## src/rtl/ata_pio_pkg.sv

```systemverilog
package ata_pio_pkg;
  localparam int NUM_SETS = 2;
  localparam int SET_W    = $clog2(NUM_SETS);
  localparam int CNT_W    = 5;
  localparam int DLY_W    = 3;
  localparam int BYTE_W   = 8;

  localparam logic [1:0] SEL_RD   = 2'd0;
  localparam logic [1:0] SEL_WR   = 2'd1;
  localparam logic [1:0] SEL_MISC = 2'd2;

  localparam logic [BYTE_W-1:0] RST_TIMING = '0;

  typedef enum logic [1:0] {
    PH_IDLE   = 2'd0,
    PH_SETUP  = 2'd1,
    PH_ACTIVE = 2'd2,
    PH_RECOV  = 2'd3
  } phase_e;

  function automatic logic [CNT_W-1:0] setup_clks(input logic [1:0] f);
    return CNT_W'(f) + CNT_W'(1);
  endfunction

  function automatic logic [CNT_W-1:0] act_clks(input logic [3:0] n);
    return CNT_W'(n) + CNT_W'(1);
  endfunction

  function automatic logic [CNT_W-1:0] rec_clks(input logic [3:0] n);
    return CNT_W'(n) + CNT_W'(2);
  endfunction

  function automatic logic [DLY_W-1:0] rdy_clks(input logic [1:0] f);
    return DLY_W'(f) + DLY_W'(2);
  endfunction
endpackage

```

## src/rtl/ata_pio_regs.sv

```systemverilog
module ata_pio_regs
  import ata_pio_pkg::*;
(
  input  logic              clk,
  input  logic              rst_n,
  input  logic              cfg_we,
  input  logic [1:0]        cfg_sel,
  input  logic [BYTE_W-1:0] cfg_data,
  input  logic [SET_W-1:0]  look_set,
  input  logic              look_wr,
  output logic [BYTE_W-1:0] timing_byte,
  output logic [1:0]        setup_f,
  output logic [1:0]        rdy_f
);
  logic [BYTE_W-1:0] rd_t [NUM_SETS];
  logic [BYTE_W-1:0] wr_t [NUM_SETS];
  logic [SET_W-1:0]  bank;

  always_ff @(posedge clk) begin
    if (!rst_n) begin
      setup_f <= '0;
      rdy_f   <= '0;
      bank    <= '0;
    end else if (cfg_we && cfg_sel == SEL_MISC) begin
      setup_f <= cfg_data[5:4];
      rdy_f   <= cfg_data[2:1];
      bank    <= cfg_data[SET_W-1:0];
    end
  end

  for (genvar g = 0; g < NUM_SETS; g++) begin : g_set
    logic hit;
    assign hit = cfg_we && (bank == SET_W'(g));
    always_ff @(posedge clk) begin
      if (!rst_n) begin
        rd_t[g] <= RST_TIMING;
        wr_t[g] <= RST_TIMING;
      end else begin
        if (hit && cfg_sel == SEL_RD) rd_t[g] <= cfg_data;
        if (hit && cfg_sel == SEL_WR) wr_t[g] <= cfg_data;
      end
    end
  end

  assign timing_byte = look_wr ? wr_t[look_set] : rd_t[look_set];
endmodule

```

## src/rtl/ata_pio_seq.sv

```systemverilog
module ata_pio_seq
  import ata_pio_pkg::*;
(
  input  logic             clk,
  input  logic             rst_n,
  input  logic             start,
  input  logic             start_wr,
  input  logic [CNT_W-1:0] setup_n,
  input  logic [CNT_W-1:0] act_n,
  input  logic [CNT_W-1:0] rec_n,
  output phase_e           phase,
  output logic             cyc_wr,
  output logic             phase_last,
  output logic             done
);
  logic [CNT_W-1:0] cnt;
  logic [CNT_W-1:0] lat_act;
  logic [CNT_W-1:0] lat_rec;

  assign phase_last = (phase != PH_IDLE) && (cnt == '0);

  always_ff @(posedge clk) begin
    if (!rst_n) begin
      phase   <= PH_IDLE;
      cnt     <= '0;
      lat_act <= '0;
      lat_rec <= '0;
      cyc_wr  <= 1'b0;
      done    <= 1'b0;
    end else begin
      done <= 1'b0;
      unique case (phase)
        PH_IDLE: if (start) begin
          phase   <= PH_SETUP;
          cnt     <= setup_n - CNT_W'(1);
          lat_act <= act_n;
          lat_rec <= rec_n;
          cyc_wr  <= start_wr;
        end
        PH_SETUP: if (cnt == '0) begin
          phase <= PH_ACTIVE;
          cnt   <= lat_act - CNT_W'(1);
        end else cnt <= cnt - CNT_W'(1);
        PH_ACTIVE: if (cnt == '0) begin
          phase <= PH_RECOV;
          cnt   <= lat_rec - CNT_W'(1);
        end else cnt <= cnt - CNT_W'(1);
        PH_RECOV: if (cnt == '0) begin
          phase <= PH_IDLE;
          done  <= 1'b1;
        end else cnt <= cnt - CNT_W'(1);
        default: phase <= PH_IDLE;
      endcase
    end
  end
endmodule

```

## src/rtl/ata_pio_timer.sv

```systemverilog
module ata_pio_timer
  import ata_pio_pkg::*;
(
  input  logic             clk,
  input  logic             rst_n,
  input  logic             req,
  input  logic             req_wr,
  input  logic             req_drv,
  input  logic             cfg_we,
  input  logic [1:0]       cfg_sel,
  input  logic [7:0]       cfg_data,
  output logic             rd_stb,
  output logic             wr_stb,
  output logic             busy,
  output logic             done,
  output logic [2:0]       sample_dly
);
  logic [BYTE_W-1:0] timing_byte;
  logic [1:0]        setup_f;
  logic [1:0]        rdy_f;
  phase_e            phase;
  logic              cyc_wr;
  logic              phase_last;
  logic              accept;

  ata_pio_regs u_regs (
    .clk         (clk),
    .rst_n       (rst_n),
    .cfg_we      (cfg_we),
    .cfg_sel     (cfg_sel),
    .cfg_data    (cfg_data),
    .look_set    (SET_W'(req_drv)),
    .look_wr     (req_wr),
    .timing_byte (timing_byte),
    .setup_f     (setup_f),
    .rdy_f       (rdy_f)
  );

  assign accept = req && (phase == PH_IDLE);

  ata_pio_seq u_seq (
    .clk        (clk),
    .rst_n      (rst_n),
    .start      (accept),
    .start_wr   (req_wr),
    .setup_n    (setup_clks(setup_f)),
    .act_n      (act_clks(timing_byte[7:4])),
    .rec_n      (rec_clks(timing_byte[3:0])),
    .phase      (phase),
    .cyc_wr     (cyc_wr),
    .phase_last (phase_last),
    .done       (done)
  );

  assign busy       = (phase != PH_IDLE);
  assign rd_stb     = (phase == PH_ACTIVE) && !cyc_wr;
  assign wr_stb     = (phase == PH_ACTIVE) &&  cyc_wr;
  assign sample_dly = rdy_clks(rdy_f);
endmodule

```

## config.mk

```make
export PLATFORM = sky130hd
export DESIGN_NAME = ata_pio_timer
export DESIGN_NICKNAME = d
export VERILOG_FILES = /design/src/rtl/ata_pio_pkg.sv /design/src/rtl/ata_pio_regs.sv /design/src/rtl/ata_pio_seq.sv /design/src/rtl/ata_pio_timer.sv
export SDC_FILE = /design/constraint.sdc
export NUM_CORES = 1
export LEC_CHECK = 0
export BUFFER_PORTS_ARGS = -buffer_cell sky130_fd_sc_hd__buf_2
export CAP_MARGIN = 30
export CORE_AREA = 3 3 88 90
export CTS_BUF_LIST = sky130_fd_sc_hd__clkbuf_4
export CTS_CLUSTER_SIZE = 40
export DETAILED_ROUTE_END_ITERATION = 6
export DIE_AREA = 0 0 91 93
export GPL_TIMING_DRIVEN = 0
export HOLD_SLACK_MARGIN = 0.1
export PLACE_DENSITY = 0.63
export REMOVE_ABC_BUFFERS = 1
export SLEW_MARGIN = 20
export SYNTH_ARGS = -nofsm -noshare
export SYNTH_HDL_FRONTEND = slang
export SYNTH_SLANG_ARGS = --single-unit
```

## constraint.sdc

```tcl
create_clock -name clk -period 3.41 [get_ports clk]
set_clock_uncertainty 0.2 [all_clocks]
set_input_delay 0.341 -clock clk [delete_from_list [all_inputs] [get_ports clk]]
set_output_delay 0.341 -clock clk [all_outputs]
set_load 0.01 [all_outputs]
```

### After elaboration in Yosys (flattened, before gate mapping)

Memory sizes are Yosys's and may differ from the RTL's.
Index checks and enable logic that the tools add are counted.

* bits in registers: 24
* memory bits (writable): 32
* input port bits: 16
* output and inout bits: 7
* word-level logic and storage cells: 82
* memories: 2

Memories
* u_regs.rd_t: words 2, bits a word 8, read ports 1, clocked after Yosys merged registers in 0, wr ports 2, RTL line ata_pio_regs.sv:15 `logic [BYTE_W-1:0] rd_t [NUM_SETS];`
* u_regs.wr_t: words 2, bits a word 8, read ports 1, clocked after Yosys merged registers in 0, wr ports 2, RTL line ata_pio_regs.sv:16 `logic [BYTE_W-1:0] wr_t [NUM_SETS];`

* add/subtract/negate cells: 8
* equality and inequality tests: 10
* multiplexer cells: 29
* bitwise gates (word level): 5
* reduce and logical (&&, ||, !) cells: 19

Operator list (count)
* $mux 8: 5
* $mux 5: 4
* $pmux 5 s4: 1
* $sub 5x1->5 const B: 3
* $mux 1: 14
* $logic_and 1x1->1: 10
* $mux 2: 4
* $pmux 2 s4: 1
* $eq 2x2->1 const B: 3
* $ne 2x1->1 const B: 3
* $reduce_and 2->1: 3
* $add 4x1->5 const B: 1
* $add 4x2->5 const B: 1
* $logic_not 5->1: 1
* $eq 2x1->1 const B: 2
* $logic_not 2->1: 2
* $ne 2x2->1 const B: 2
* $or 1x1->1: 4
* $reduce_and 4->1: 1
* $sub 3x1->4 const B: 1
* $add 2x1->3 const B: 1
* $add 2x2->3 const B: 1
* $reduce_bool 2->1: 1
* $logic_not 1->1: 1
* $not 1->1: 1

### Depth between registers and ports, before layout

Gate-level depths: netlist of run 1.

* depth in word-level cells: 7
* gate-level depth with buffers: 7
* gate-level depth less buffers: 6

### Hierarchy

A second synthesis of run 1 with hierarchy kept.

* cells, all modules: 291
* area, all modules: 2970.3 um^2

By module, submodules not included
* ata_pio_regs: instances 1, cells each 125, area each 1666.6 um^2, sequential area each 1061.0 um^2
* ata_pio_seq: instances 1, cells each 147, area each 1163.6 um^2, sequential area each 380.4 um^2
* ata_pio_timer: instances 1, cells each 19, area each 140.1 um^2, sequential area each 0.0 um^2

### Least setup slack after synthesis of run 1

Ideal clock, no wire load.

* kind: in2reg
* from: input cfg_sel[1]
* to: memory u_regs.rd_t[0][0], enable pin
* setup time: 384 ps
* arrival: 1376 ps
* data required time: 2826 ps
* slack: 1450 ps
* stages: 2
* buffers on the path: 0
* path through: or3b_1 -> o21ai_0

RTL lines
* start, declared: RTL line ata_pio_timer.sv:10 `input logic [1:0] cfg_sel,`
* end, declared: RTL line ata_pio_regs.sv:15

### Worst setup path in the final report of run 1

* from: register u_seq.cnt[0]
* to: register u_seq.cnt[0]

* cells in the longest elaborated chain, start to end: 3
* elaborated cells on any way between the ends: 8
* those cells by class: add/sub: 1; eq/ne: 1; mux: 4; reduce/logical: 2

Ends and longest elaborated chain
* start, declared: RTL line ata_pio_seq.sv:16 `logic [CNT_W-1:0] cnt;`
* start signal, assigned: RTL line ata_pio_seq.sv:35 `cnt <= setup_n - CNT_W'(1);`
* start signal, assigned: RTL line ata_pio_seq.sv:42 `cnt <= lat_act - CNT_W'(1);`
* start signal, assigned: RTL line ata_pio_seq.sv:43 `end else cnt <= cnt - CNT_W'(1);`
* $sub 5x1->5 or $logic_not 5->1 (tied branches)
* $mux 5, or another cell as far along: RTL line ata_pio_seq.sv:48 `PH_RECOV: if (cnt == '0) begin`
* $pmux 5 s4 or $reduce_and 2->1 (tied branches)

Parallel ways exist; a longest one is shown, timed or not. The select of a mux whose other input is x is not followed.
A chain may end at the register's enable or synchronous reset.

==> run summary, run 1 <==
Outcome -> finished clean
Setup bufs post-CTS -> 0
Critical path class -> reg2reg
Final period utilization -> 61.7%
Finished Layout Cells -> 373
Power per cell area -> 598 mW/mm^2
Synth unique cells -> 43
Max IR drop VDD -> 0.000254 V
Worst-path cell chain -> inv_1, ha_1, or4b_1, a21oi_4, o221ai_1, a32o_1
First-pass GRT wire length -> 9370 um
Post-CTS sizing -> 0
Placed instance count -> 357
Setup ws final -> 1300 ps
Clock slew at reported path FFs -> 170 ps
Vias -> 1906
Area grow syn2layout -> 12.8%
Kind of end point of the critical path -> flop
Commonest non-fill, non-tap cell in the layout -> and2_1
Drt wl/cell -> 15.1 um
CP bufs+invs -> 1
Root buffer cell -> clkbuf_4
Post-Route WL -> 5630 um
Initial antenna violation count -> 0
R2R Setup Slk -> 1300 ps
Placed cell area -> 0.00297 mm^2
Core Area -> 0.00714 mm^2
Syn Area/Cell -> 11.3 um^2
Final setup viols -> 0
Clk sinks -> 56
CTS Buf Count -> 5
Worst hold slack -> 115 ps
Max Clock Freq -> 0.475 GHz
Seq/Total Area, Yosys -> 51.9%
Largest net degree at the start of global routing -> 21
Die area -> 0.00846 mm^2
Worst Max-Slew Pin Slew -> 959 ps
Crit-path max cell delay -> 630 ps
Initial Util -> 38.9%
Tot Pwr -> 1.87 mW
Hold Crit Class -> in2reg
Antenna cell count -> 0
Switching power -> 652 uW
Final GP Congestion -> 0.787
CP startpoint kind -> flop
MaxCap Viol Count -> 0
DR vias/cell -> 5.11
Longest Clk Path Bufs -> 2
Int Pwr -> 1.22 mW
Final slew viol count -> 0
Prevailing post-synth register cell -> edfxtp_1
Mapped Cells -> 246
Required time worst endpoint -> 3500 ps
Final TNS setup -> 0 ps
CTS Hold Bufs -> 8
Clock share of power -> 19.6%
Commonest non-fill, non-tap cells in the layout -> 34 x and2_1, 32 x edfxtp_1, 24 x dfxtp_1, 22 x buf_2, 16 x nand2_1
Die height -> 93 um
Nets -> 299
Delay-heaviest family, CP -> simple AND/OR/NAND/NOR gates
Synthesized flop and latch total -> 56
YS warnings -> 0
GRT overflow -> 0
GRT Total Usage -> 13.9%
RSZ-0062 raised after global routing -> no
Routed Antenna Nets -> 0
Initial DRC count -> 65
Rows -> 31
Worst-path fanout max -> 7
Post-synth EDFFs -> 32
Skew-Pair Late Insertion Delay -> 370 ps
DP HPWL -> 3940 um
Die width -> 91 um
Ys async rst share -> 0%
Post-route DRC -> 0
Minimum clock period -> 2110 ps
Proportion of power drawn by flip-flops and latches -> 45.4%
Hold Fails Final Rpt -> 0
Layout cell share with drive strength beyond 1 -> 14.6%
Post-layout util -> 43.8%
Cell area after synthesis -> 0.00278 mm^2
Pre-CTS WS -> 1210 ps
Gate power share -> 35.0%
Switching Share -> 34.8%
Number of global-route vias before repair -> 1929
I/O Pins -> 23
Fin area -> 0.00313 mm^2
Leakage power -> 1.24 nW
CP max-delay cell -> or4b_1
# H-tree levels -> 2
TritonRoute pass-1 iters -> 4
CP Data Arrival Time -> 2200 ps
Slew Limit Headroom -> 35.7%
CTS tree -> built
Port bufs -> 22
[logic make-up after synthesis]
group | Yosys count | share of synthesized area (%)
xor gates and xnor gates | 10 | 3.16
adders and majority gates | 10 | 4.51
DFF | 56 | 51.9
buffers and inverters | 25 | 3.47
AOI/OAI and AO/OA | 43 | 10.8
and+or+nand+nor | 88 | 17.5
muxes | 14 | 8.66
[flip-flops by register name, summed over array words and instances, names as in the netlist]
signal / cells
u_seq.lat_act: 5
u_seq.lat_rec: 5
u_regs.bank: 1
u_seq.cyc_wr: 1
u_regs.wr_t: 16
u_regs.setup_f: 2
u_regs.rd_t: 16
u_regs.rdy_f: 2
u_seq.done: 1
u_seq.cnt: 5
u_seq.phase: 2
[worst min-delay path, cell delays in order]
cell,delay (ps)
buf_2,180
nand2_1,90
a21oi_1,50
[power by group through the flow]
stage	Sequential [mW]	Combinational, mW	Clock [mW]
after floorplan	0.851	0.501	0
after global placement	0.863	0.635	0
after detailed placement	0.866	0.648	0
after CTS	0.851	0.659	0.376
after global routing	0.862	0.748	0.400
final	0.850	0.655	0.367
[final timing paths]
check | startpoint | endpoint | cells past startpoint
max | u_seq.cnt[0] | u_seq.cnt[0] | 6
max reg2reg | u_seq.cnt[0] | u_seq.cnt[0] | 6
min | req_wr | u_seq.cyc_wr | 3
min reg2reg | u_seq.lat_act[4] | u_seq.lat_act[4] | 2
[routing by layer]
metal	track usage, %	routed length [um]
met1	16.5	2430
met2	25.8	2930
met3	2.41	186
met5	0	0
met4	3.89	95
[layout make-up]
class	count	area (um^2)
multi-input combinational	165	1240
tap	99	124
sequential	56	1440
clock inverter	3	42.5
fill	709	4010
inverter	15	56.3
timing repair buffer	30	190
clock buffer	5	37.5
[synthesized netlist by cell type, types with 3 or more instances]
cell type,instances,area [um^2]
mux2i_1,6,60.1
nor3b_1,3,22.5
a21oi_1,9,45.0
nor2_1,15,56.3
nand3_1,3,15.0
o21ai_0,9,45.0
nand2_1,16,60.1
dfxtp_1,24,480
a22oi_1,4,30.0
nor3_1,4,20.0
xnor2_1,3,26.3
inv_1,15,56.3
and2_1,34,213
edfxtp_1,32,961
mux4_2,8,180
xor2_1,7,61.3
clkbuf_1,7,26.3
ha_1,10,125
a211oi_1,6,45.0
Power figures use the tool's default switching activity.
==> inputs of run 2 (changes only) <==
PLACE_DENSITY = 0.65   (was 0.63)
clock period = 1.7 ns   (was 3.41 ns; I/O delays follow)
==> run summary, run 2 (synthesis gave the netlist of run 1 again) <==
Top Registers -> u_regs.rd_t (16), u_regs.wr_t (16)
Port bufs -> 22
DP HPWL -> 3800 um
CTS Buf Count -> 5
Final TNS setup -> -682 ps
Longest Clk Path Bufs -> 2
Initial DRC count -> 80
Final slew viol count -> 0
Setup ws final -> -180 ps
Minimum clock period -> 1880 ps
Fin area -> 0.00341 mm^2
Worst-path fanout max -> 7
Core Area -> 0.00714 mm^2
Placed cell area -> 0.00297 mm^2
Largest net degree at the start of global routing -> 21
Vias -> 2002
Commonest non-fill, non-tap cells in the layout -> 33 x and2_1, 32 x edfxtp_1, 22 x buf_2, 20 x dfxtp_1, 16 x nand2_1
Hold Crit Class -> in2reg
Clk sinks -> 56
I/O Pins -> 23
GRT Total Usage -> 14.2%
Worst hold slack -> 114 ps
Power per cell area -> 1200 mW/mm^2
Tot Pwr -> 4.08 mW
MaxCap Viol Count -> 0
Required time worst endpoint -> 1780 ps
Nets -> 313
Die width -> 91 um
Critical path class -> reg2reg
Routed Antenna Nets -> 0
Skew-Pair Late Insertion Delay -> 370 ps
Post-layout util -> 47.8%
Drt wl/cell -> 15.0 um
Initial Util -> 38.9%
Number of global-route vias before repair -> 2017
RSZ-0062 raised after global routing -> yes
First-pass GRT wire length -> 9660 um
Initial antenna violation count -> 0
Final GP Congestion -> 0.773
Antenna cell count -> 0
Kind of end point of the critical path -> flop
Most used routing layer -> met2
DR vias/cell -> 5.17
Die area -> 0.00846 mm^2
CP Data Arrival Time -> 1960 ps
Worst Max-Slew Pin Slew -> 690 ps
Post-Route WL -> 5800 um
Rows -> 31
Max Clock Freq -> 0.532 GHz
GRT met2 Usage -> 27.6%
Commonest non-fill, non-tap cell in the layout -> and2_1
# H-tree levels -> 2
CP startpoint kind -> flop
CTS tree -> built
Area grow syn2layout -> 23.0%
Clock slew at reported path FFs -> 160 ps
GRT overflow -> 0
Outcome -> complete, but fails checks
GRT met3 Usage -> 2.49%
TritonRoute pass-1 iters -> 4
Final period utilization -> 111%
Layout cell share with drive strength beyond 1 -> 27.4%
Failing checks -> setup timing
Post-route DRC -> 0
Leakage power -> 1.33 nW
Slew Limit Headroom -> 54.0%
Met1 Resource Use GR -> 16.2%
Die height -> 93 um
Root buffer cell -> clkbuf_4
Max IR drop VDD -> 0.000572 V
Final setup viols -> 9
Fillers -> 670
Hold Fails Final Rpt -> 0
run 2: metrics by stage:
stage	std cells	setup slack (ps)
final	387	-180
after global placement	357	-704
after CTS	384	-169
after global routing	387	-254
after detailed placement	357	-367
after floorplan	236	-237
run 2: path summary, 6_finish.rpt:
check / from / end / slack (ps) / depth (start not counted)
min reg2reg: u_seq.lat_rec[4] / u_seq.lat_rec[4] / 280 / 2
min: rst_n / u_seq.cnt[0] / 110 / 2
max reg2reg: u_seq.phase[1] / u_seq.cnt[1] / -180 / 6
max: u_seq.phase[1] / u_seq.cnt[1] / -180 / 6
run 2: power breakdown:
| part | leakage [nW] | internal (mW) | switching (mW) |
|---|---|---|---|
| registers | 0.529 | 1.59 | 0.140 |
| clock network | 0.0319 | 0.182 | 0.422 |
| logic | 0.766 | 0.867 | 0.874 |
| total | 1.33 | 2.64 | 1.44 |
run 2: final cells by class:
class / instances / area [um^2] / area share [%]
sequential: 56 / 1450 / 42.5
multi-input combinational: 165 / 1390 / 40.8
timing repair buffer: 44 / 327 / 9.57
tap: 99 / 124 / 3.63
inverter: 15 / 58.8 / 1.72
clock buffer: 6 / 45.0 / 1.32
clock inverter: 2 / 16.3 / 0.477
run 2: worst max-delay path: stages, from the launching register on:
cell and delay, ps:
dfxtp_4 400, inv_1 90, ha_2 230, or2_2 310, a21oi_4 180, o221ai_1 140, a32o_1 230
run 2: what timing repair did:
item,4_1_cts,5_1_grt
gates resized for setup,31,17
hold endpoints to repair,54,0
hold buffers,13,0
buffers inserted,6,3
pin swaps,10,6
setup endpoints to repair,68,33
run 2: metal layers:
layer | part of all wire, % | wire (um) | up-vias
met4 | 0.79 | 46 | 0
met3 | 3.4 | 195 | 7
met2 | 53 | 3070 | 40
met5 | 0 | 0 | -
met1 | 43 | 2490 | 985
li1 | - | - | 970
